$ cat config.mk
export PLATFORM = sky130hd
export DESIGN_NAME = irq_vector_ctrl
export DESIGN_NICKNAME = d
export VERILOG_FILES = /design/src/rtl/irqv_pkg.sv /design/src/rtl/irqv_edge.sv /design/src/rtl/irqv_flags.sv /design/src/rtl/irqv_gie.sv /design/src/rtl/irq_vector_ctrl.sv
export SDC_FILE = /design/constraint.sdc
export NUM_CORES = 1
export LEC_CHECK = 0
export CORE_ASPECT_RATIO = 1.4
export CORE_UTILIZATION = 40
export DETAILED_ROUTE_END_ITERATION = 6
export PLACE_DENSITY = 0.76
export SLEW_MARGIN = 20
export SYNTH_ARGS = -nofsm -noshare
export SYNTH_HDL_FRONTEND = slang
export SYNTH_HIERARCHICAL = 1
export SYNTH_SLANG_ARGS = --single-unit
export TNS_END_PERCENT = 20
$ cat constraint.sdc
create_clock -name clk -period 1.43 [get_ports clk]
set_input_delay 0.2145 -clock clk [delete_from_list [all_inputs] [get_ports clk]]
set_output_delay 0.2145 -clock clk [all_outputs]
set_load 0.01 [all_outputs]
$ cat src/rtl/irqv_pkg.sv
package irqv_pkg;
  localparam int NSRC     = 3;
  localparam int SRC_TMR  = 0;
  localparam int SRC_PORT = 1;
  localparam int SRC_EXT  = 2;

  typedef enum logic {
    SEL_FLAG = 1'b0,
    SEL_MASK = 1'b1
  } reg_sel_e;
endpackage

$ cat src/rtl/irqv_edge.sv
// Synchroniser followed by a falling-edge detector for one active-low line.
module irqv_edge #(
  parameter int STAGES = 2
) (
  input  logic clk,
  input  logic rst_n,
  input  logic pin_n,
  output logic fall
);
  logic [STAGES-1:0] sync_q;
  logic [STAGES-1:0] sync_d;
  logic              prev_q;

  always_comb begin
    sync_d[0] = pin_n;
    for (int i = 1; i < STAGES; i++) begin
      sync_d[i] = sync_q[i-1];
    end
  end

  always_ff @(posedge clk or negedge rst_n) begin
    if (!rst_n) begin
      sync_q <= '1;
      prev_q <= 1'b1;
    end else begin
      sync_q <= sync_d;
      prev_q <= sync_q[STAGES-1];
    end
  end

  assign fall = prev_q & ~sync_q[STAGES-1];
endmodule

$ cat src/rtl/irqv_flags.sv
// Flag and mask registers with the masked status read.
module irqv_flags
  import irqv_pkg::*;
(
  input  logic            clk,
  input  logic            rst_n,
  input  logic [NSRC-1:0] ev,
  input  logic            we,
  input  logic            sel,
  input  logic [NSRC-1:0] wdata,
  output logic [NSRC-1:0] flags,
  output logic [NSRC-1:0] mask,
  output logic [NSRC-1:0] rdata
);
  logic [NSRC-1:0] flag_q, flag_d, mask_q, mask_d, ev_ok;
  logic            flag_wr, mask_wr, flag_en;

  assign flag_wr = we && (reg_sel_e'(sel) == SEL_FLAG);
  assign mask_wr = we && (reg_sel_e'(sel) == SEL_MASK);

  always_comb begin
    ev_ok           = ev;
    ev_ok[SRC_PORT] = ev[SRC_PORT] & mask_q[SRC_PORT];
    flag_d          = flag_q;
    if (flag_wr) flag_d = flag_q & wdata;
    flag_d  = flag_d | ev_ok;
    flag_en = flag_wr | (|ev_ok);
    mask_d  = mask_wr ? wdata : mask_q;
  end

  always_ff @(posedge clk or negedge rst_n) begin
    if (!rst_n) begin
      flag_q <= '0;
      mask_q <= '0;
    end else begin
      if (flag_en) flag_q <= flag_d;
      if (mask_wr) mask_q <= mask_d;
    end
  end

  assign flags = flag_q;
  assign mask  = mask_q;
  assign rdata = (reg_sel_e'(sel) == SEL_MASK) ? mask_q : (flag_q & mask_q);

  a_r4_port_needs_mask: assert property (@(posedge clk) disable iff (!rst_n)
    $rose(flag_q[SRC_PORT]) |-> $past(mask_q[SRC_PORT]));
  a_r3_timer_sets: assert property (@(posedge clk) disable iff (!rst_n)
    ev[SRC_TMR] |=> flag_q[SRC_TMR]);
  a_r6_flags_hold: assert property (@(posedge clk) disable iff (!rst_n)
    !flag_wr |=> ((flag_q & $past(flag_q)) == $past(flag_q)));
endmodule

$ cat src/rtl/irqv_gie.sv
// Global enable, redirect arbitration and wake request.
module irqv_gie #(
  parameter int PC_W   = 10,
  parameter int HW_VEC = 8,
  parameter int SW_VEC = 1
) (
  input  logic            clk,
  input  logic            rst_n,
  input  logic            gie_set,
  input  logic            gie_clr,
  input  logic            reti,
  input  logic            swi,
  input  logic            pending,
  input  logic            port_pending,
  input  logic            sleep_i,
  output logic            gie,
  output logic            redir_valid,
  output logic [PC_W-1:0] redir_addr,
  output logic            wake
);
  localparam logic [PC_W-1:0] HW_ADDR = PC_W'(HW_VEC);
  localparam logic [PC_W-1:0] SW_ADDR = PC_W'(SW_VEC);

  logic gie_q, gie_d, gie_en, hw_take, sw_take;

  assign hw_take     = gie_q & pending;
  assign sw_take     = gie_q & swi;
  assign redir_valid = hw_take | sw_take;
  assign redir_addr  = sw_take ? SW_ADDR : HW_ADDR;

  always_comb begin
    gie_en = redir_valid | gie_clr | gie_set | reti;
    if (redir_valid || gie_clr) gie_d = 1'b0;
    else if (gie_set || reti)   gie_d = 1'b1;
    else                        gie_d = gie_q;
  end

  always_ff @(posedge clk or negedge rst_n) begin
    if (!rst_n)      gie_q <= 1'b0;
    else if (gie_en) gie_q <= gie_d;
  end

  assign gie  = gie_q;
  assign wake = sleep_i & port_pending;

  a_r8_take_clears_gie: assert property (@(posedge clk) disable iff (!rst_n)
    redir_valid |=> !gie_q);
  a_r7_enable_sets: assert property (@(posedge clk) disable iff (!rst_n)
    ((gie_set || reti) && !gie_clr && !redir_valid) |=> gie_q);
  a_r7_disable_clears: assert property (@(posedge clk) disable iff (!rst_n)
    gie_clr |=> !gie_q);
endmodule

$ cat src/rtl/irq_vector_ctrl.sv
module irq_vector_ctrl
  import irqv_pkg::*;
#(
  parameter int SYNC_STAGES = 2,
  parameter int PC_W        = 10,
  parameter int HW_VEC      = 8,
  parameter int SW_VEC      = 1
) (
  input  logic            clk,
  input  logic            rst_n,
  input  logic            tmr_ovf_n,
  input  logic            port_chg_n,
  input  logic            ext_int_n,
  input  logic            reg_we,
  input  logic            reg_sel,
  input  logic [NSRC-1:0] reg_wdata,
  output logic [NSRC-1:0] reg_rdata,
  input  logic            gie_set,
  input  logic            gie_clr,
  input  logic            reti,
  input  logic            swi,
  input  logic            sleep_i,
  output logic            gie,
  output logic            redir_valid,
  output logic [PC_W-1:0] redir_addr,
  output logic            wake
);
  logic [1:0]      rst_sync_q;
  logic            rst_int_n;
  logic [NSRC-1:0] pins_n, ev, flags, mask;

  // asynchronous assertion, synchronous release
  always_ff @(posedge clk or negedge rst_n) begin
    if (!rst_n) rst_sync_q <= 2'b00;
    else        rst_sync_q <= {rst_sync_q[0], 1'b1};
  end
  assign rst_int_n = rst_sync_q[1];

  assign pins_n[SRC_TMR]  = tmr_ovf_n;
  assign pins_n[SRC_PORT] = port_chg_n;
  assign pins_n[SRC_EXT]  = ext_int_n;

  for (genvar g = 0; g < NSRC; g++) begin : g_src
    irqv_edge #(.STAGES(SYNC_STAGES)) u_edge (
      .clk(clk), .rst_n(rst_int_n), .pin_n(pins_n[g]), .fall(ev[g])
    );
  end

  irqv_flags u_flags (
    .clk(clk), .rst_n(rst_int_n), .ev(ev), .we(reg_we), .sel(reg_sel),
    .wdata(reg_wdata), .flags(flags), .mask(mask), .rdata(reg_rdata)
  );

  irqv_gie #(.PC_W(PC_W), .HW_VEC(HW_VEC), .SW_VEC(SW_VEC)) u_gie (
    .clk(clk), .rst_n(rst_int_n), .gie_set(gie_set), .gie_clr(gie_clr),
    .reti(reti), .swi(swi), .pending(|(flags & mask)),
    .port_pending(flags[SRC_PORT] & mask[SRC_PORT]), .sleep_i(sleep_i),
    .gie(gie), .redir_valid(redir_valid), .redir_addr(redir_addr), .wake(wake)
  );
endmodule

# --- Word-level counts from Yosys, hierarchy flattened ---
# Index checks and enable logic that the tools add are counted.
totals:
  reg_bits: 18
  in_bits: 15
  elab_cells: 43
classes:
  mux: 5
  bitwise: 20
  reduce_logical: 8
op_table:
  columns: ["cell", "n"]
  rows:
  - ["$and 1x1->1", 8]
  - ["$and 3x3->3", 2]
  - ["$mux 3", 2]
  - ["$reduce_or 3->1", 2]
  - ["$or 1x1->1", 5]
  - ["$mux 4", 1]
  - ["$not 1->1", 4]
  - ["$or 3x3->3", 1]
  - ["$logic_and 1x1->1", 2]
  - ["$logic_or 1x1->1", 2]
  - ["$mux 1", 2]
  - ["$reduce_and 2->1", 1]
  - ["$reduce_bool 2->1", 1]

# --- Longest topological paths before layout ---
logic_depth:
  ltp_word: 8
  depth_mapped: 4
  mapped_depth_nobuf: 4

# --- Modules after synthesis ---
# The synthesis kept the hierarchy.
by_module_without_submodules:
  columns: ["module", "n_inst", "cells_each", "area_per_inst_um2", "seq_area_each_um2"]
  rows:
  - ["irqv_edge", 3, 4, 92.6, 78.8]
  - ["irqv_flags", 1, 23, 262.8, 150.1]
  - ["irqv_gie", 1, 17, 132.6, 25.0]
  - ["irq_vector_ctrl", 1, 6, 73.8, 50.0]

# --- Least setup slack after synthesis ---
# OpenSTA, ideal clock, no wires.
synth_timing:
  path_type: "reg2reg"
  from: "register u_flags.flag_q[2] (netlist: u_flags/flags[2])"
  to: "register u_gie.gie_q (netlist: u_gie/gie)"
  setup_time_ns: 0.080
  arrival_time_ns: 1.112
  required_ns: 1.350
  path_slack_ns: 0.238
  path_stages_with_launch: 5
  synth_period_minus_slack_ns: 1.192
  cell_sequence: "dfrtp_1 a222oi_1 inv_1 o21a_1 nor3_2"
synth_between:
  elab_chain_len: 8
  word_cells_on_any_way: 11
  cone_classes: "mux: 1; bitwise: 6; reduce/logical: 4"
synth_lines:
  columns: ["item", "line", "source"]
  rows:
  - ["from (decl)", "irqv_flags.sv:15", "logic [NSRC-1:0] flag_q, flag_d, mask_q, mask_d, ev_ok;"]
  - ["from (signal assigned)", "irqv_flags.sv:36", "if (flag_en) flag_q <= flag_d;"]
  - ["$and 3x3->3 *", "irq_vector_ctrl.sv:56", ".reti(reti), .swi(swi), .pending(|(flags & mask)),"]
  - ["$reduce_or 3->1 *", "irq_vector_ctrl.sv:56", null]
  - ["$and 1x1->1 *", "irqv_gie.sv:26", "assign hw_take = gie_q & pending;"]
  - ["$or 1x1->1 *", "irqv_gie.sv:28", "assign redir_valid = hw_take | sw_take;"]
  - ["net redir_valid", "irq_vector_ctrl.sv:24", "output logic redir_valid,"]
  - ["$or 1x1->1 (3 in a row)", "irqv_gie.sv:32", "gie_en = redir_valid | gie_clr | gie_set | reti;"]
  - ["$reduce_and 2->1 (no line)", null, null]
  - ["to (signal assigned)", "irqv_gie.sv:40", "else if (gie_en) gie_q <= gie_d;"]
  - ["to (decl)", "irqv_gie.sv:24", "logic gie_q, gie_d, gie_en, hw_take, sw_take;"]
# The timed path passes the listed nets; every way through them passes the cells marked *.
# A chain may end at the register's enable or synchronous reset.

# --- Worst setup path in the final report ---
layout_timing:
  from: "register u_flags.flag_q[2] (netlist: u_flags/flags[2])"
  to: "output port redir_valid"
layout_between:
  elab_chain_len: 4
layout_lines:
  columns: ["item", "line"]
  rows:
  - ["$and 3x3->3", "irq_vector_ctrl.sv:56"]
  - ["$reduce_or 3->1", "irq_vector_ctrl.sv:56"]
  - ["$and 1x1->1", "irqv_gie.sv:26"]
  - ["$or 1x1->1", "irqv_gie.sv:28"]
  - ["to (decl)", "irq_vector_ctrl.sv:24"]
# No other way between the ends.

==> summary.md <==
* number of warnings printed during yosys synthesis: 6
* root cell of the clock tree: sky130_fd_sc_hd__clkbuf_4
* FP Rows: 18
* Setup-failing EPs final: 1
* number of vias per cell: 4.55
* largest clock skew in the final design: 0.00472 ns
* worst path setup slack after routing: -0.188 ns
* total wirelength of the detailed-routed design: 1110 µm
* CP Class: reg2out
* cell family with most CP delay: compound AO/OA/AOI/OAI gates
* average detailed-routed wire length per instance: 10.1 µm
* count of TritonRoute iterations in the first routing pass: 5
* Max VDD drop: 0.000640 V
* Buf/Inv on CP: 2
* # hold bufs at CTS: 0
* Die Footprint: 2050 µm²
* Period minus WS final: 1.62 ns
* sequential cell fraction of total power: 0.524
* Critical Path Slowest Stage Cell: sky130_fd_sc_hd__dfrtp_1
* cell chain of the critical path: a222oi_1, inv_1, o21a_1, buf_2
* antenna violations before repair: 0
* final hold slack: 0.0738 ns
* number of instances in the synthesized netlist: 58
* GPL Wtd Cong: 0.717
* share of cells above drive strength 1: 0.411
* launch instance of the worst register-to-register path: u_flags/flags[2]$_DFFE_PN0P_
* # H-tree levels: 1
* Crit path largest cell delay: 0.39 ns
* Hold Vio Cnt, Final: 0
* Power Internal: 0.864 mW
* first-pass GRT wire length: 1910 µm
* number of sinks handled by clock tree synthesis: 18
* effective utilization at floorplan: 0.425
* Max Buffers Root-to-Sink: 2
* area of the mapped netlist: 747 µm²
* headroom to the max-slew limit: 0.592
* Remaining DRCs: 0
* power dissipated by switching net loads: 0.267 mW
* worst setup path start: u_flags/flags[2]$_DFFE_PN0P_
* CP endpoint kind: output port
* number of distinct library cells after synthesis: 19
* #FFs+latches synth: 18
* Non-Filler Cell Area, Final: 1030 µm²
* result of the run: finished with violations
* detailed placer's ending HPWL: 876 µm
* worst-skew pair later-pin latency: 0.29 ns
* First DRT Iteration DRCs: 6
* GR Overflow Total: 0
* average cell area after synthesis: 12.9 µm²
* Global Route Usage Sum: 0.139
* overall die height: 53.1 µm
* number of port buffers: 22
* number of max-cap violations: 0
* peak clock frequency supported by timing: 618 MHz
* setup repair after global routing missed its margin: true
* Crit Path Max Fanout: 2
* fraction of the cycle the final worst path needs: 1.13
* clock input transition at the sequential cells of the worst setup and hold paths: 0.10 ns
* DIE WIDTH: 38.5 µm
* DRT antenna net count: 0
* switching fraction of total power: 0.236
* Combinational Power Share: 0.209
* fin cells: 110
* Placement Setup Slack: -0.246 ns
* number of cells in the design after placement: 104
* growth of design area from synthesis to finish: 38.2%
* failing checks: setup timing
* number of slew-limit violations in the final report: 0
* Total Nets Final: 106
* utilization of the core after routing: 0.588
* pin count of the biggest net entering global routing: 17
* post-detailed-placement cell area: 996 µm²
* Vias: 501
* Data arrival, critical path: 1.40 ns
* portion of total power attributed to the clock network: 0.267
* Boundary Pins: 31
* leakage power figure: 0.483 nW
* transition time at the pin with the least slew margin: 0.612 ns
* endpoint required time on the critical path: 1.22 ns
* worst hold path class: in2async
* number of buffers created by CTS: 3
* Power per Cell Area: 1100 nW/µm²
* CTS tree: built
* sequential area share after synthesis: 0.618
* core footprint: 1760 µm²
* number of global-route vias before repair: 482
* number of inserted diodes: 0
* kind of start point of the critical path: flip-flop
==> layout make-up <==
type	instances	area [µm²]
fill	148	724
clock buffer	4	36.3
inverter	3	11.3
timing repair buffer	30	260
multi-input combinational	35	238
sequential	18	462
tap	20	25.0
==> state kept, by name, summed over array words and instances (netlist names) <==
signal / count
g_src.u_edge/sync_q: 6
rst_sync_q: 2
u_flags/mask: 3
u_gie/gie: 1
u_flags/flags: 3
g_src.u_edge/prev_q: 3
==> worst reg2reg max path, stage by stage, from the launching register on <==
cell,delay (ns)
sky130_fd_sc_hd__dfrtp_1,0.39
sky130_fd_sc_hd__a222oi_1,0.33
sky130_fd_sc_hd__inv_1,0.07
sky130_fd_sc_hd__o21a_1,0.18
sky130_fd_sc_hd__buf_4,0.13
sky130_fd_sc_hd__nor3_2,0.13
==> Yosys cell counts (all sizes together) <==
| library cell | instances | area [µm²] |
|---|---|---|
| buf | 9 | 67.6 |
| dfrtp | 9 | 225 |
| dfstp | 9 | 236 |
| nor2 | 4 | 15.0 |
| o21a | 4 | 30.0 |
| inv | 3 | 11.3 |
| mux2 | 3 | 33.8 |
| nor2b | 3 | 41.3 |
| a21oi | 2 | 10.0 |
| and2 | 2 | 12.5 |
| conb | 2 | 7.51 |
| nand2 | 2 | 10.0 |
| nor3 | 2 | 15.0 |
| a222oi | 1 | 10.0 |
| a22oi | 1 | 7.51 |
| and2b | 1 | 8.76 |
| o21ai | 1 | 5.00 |
==> cells by family after synthesis <==
group                  count (synthesis)  share of synthesized area
DFF                                   18                      0.618
and+or+nand+nor                       14                      0.137
buffers and inverters                 12                      0.106
AOI/OAI and AO/OA                      9                     0.0838
muxes                                  3                     0.0452
other                                  2                     0.0101
==> final timing paths <==
| path | endpoint | slack [ns] | cells past startpoint |
|---|---|---|---|
| setup / recovery | redir_valid | -0.19 | 4 |
| hold / removal | rst_sync_q[0]$_DFF_PN0_ | 0.07 | 1 |
| setup reg to reg | u_gie/gie$_DFFE_PN0P_ | 0.13 | 5 |
| hold reg to reg | u_gie/gie$_DFFE_PN0P_ | 0.25 | 0 |
| max in group asynchronous | u_flags/flags[0]$_DFFE_PN0P_ | 0.78 | 0 |
| min in group clk | g_src[2].u_edge/sync_q[0]$_DFF_PN1_ | 0.32 | 1 |
==> power by group through the flow <==
stage	Combinational, mW	Clock [mW]	Sequential (mW)
after CTS	0.226	0.319	0.594
after global routing	0.262	0.343	0.600
after detailed placement	0.242	0	0.602
final	0.237	0.302	0.592
after global placement	0.237	0	0.601
after floorplan	0.111	0	0.602
==> metrics by stage <==
step / total power, mW / TNS, ns
global placement: 0.838 / -1.23
floorplan: 0.713 / 0
finish: 1.13 / -0.188
global route: 1.20 / -0.346
detailed placement: 0.845 / -1.21
CTS: 1.14 / -0.241
==> layer usage <==
layer,vias up,global-route usage,share of wire
met5,-,0,0
met2,27,0.217,0.51
li1,236,-,-
met3,5,0.0336,0.080
met1,233,0.161,0.38
met4,0,0.103,0.032
==> timing repair <==
| item | CTS | global route |
|---|---|---|
| gates cloned | 0 | 0 |
| endpoints found under the hold margin | 0 | 0 |
| setup buffers | 1 | 1 |
| resized for setup | 23 | 4 |
| pin swaps | 2 | 1 |
| setup endpoints to repair | 8 | 3 |
==> cell usage in the layout (no fill, tap or decap), drive strengths merged <==
| master | netlist | layout |
|---|---|---|
| and2b | 1 | 1 |
| dfstp | 9 | 9 |
| a21oi | 2 | 2 |
| and2 | 2 | 2 |
| nor2 | 4 | 4 |
| conb | 2 | 9 |
| clkdlybuf4s50 | 0 | 13 |
| o21ai | 1 | 1 |
| nor2b | 3 | 3 |
| mux2 | 3 | 3 |
| o21a | 4 | 4 |
| clkbuf | 0 | 5 |
| a22oi | 1 | 1 |
| a222oi | 1 | 1 |
| nor3 | 2 | 2 |
| dfrtp | 9 | 9 |
| dlygate4sd2 | 0 | 4 |
| buf | 9 | 12 |
| inv | 3 | 3 |
| nand2 | 2 | 2 |
(Power assumes the default switching activity.)
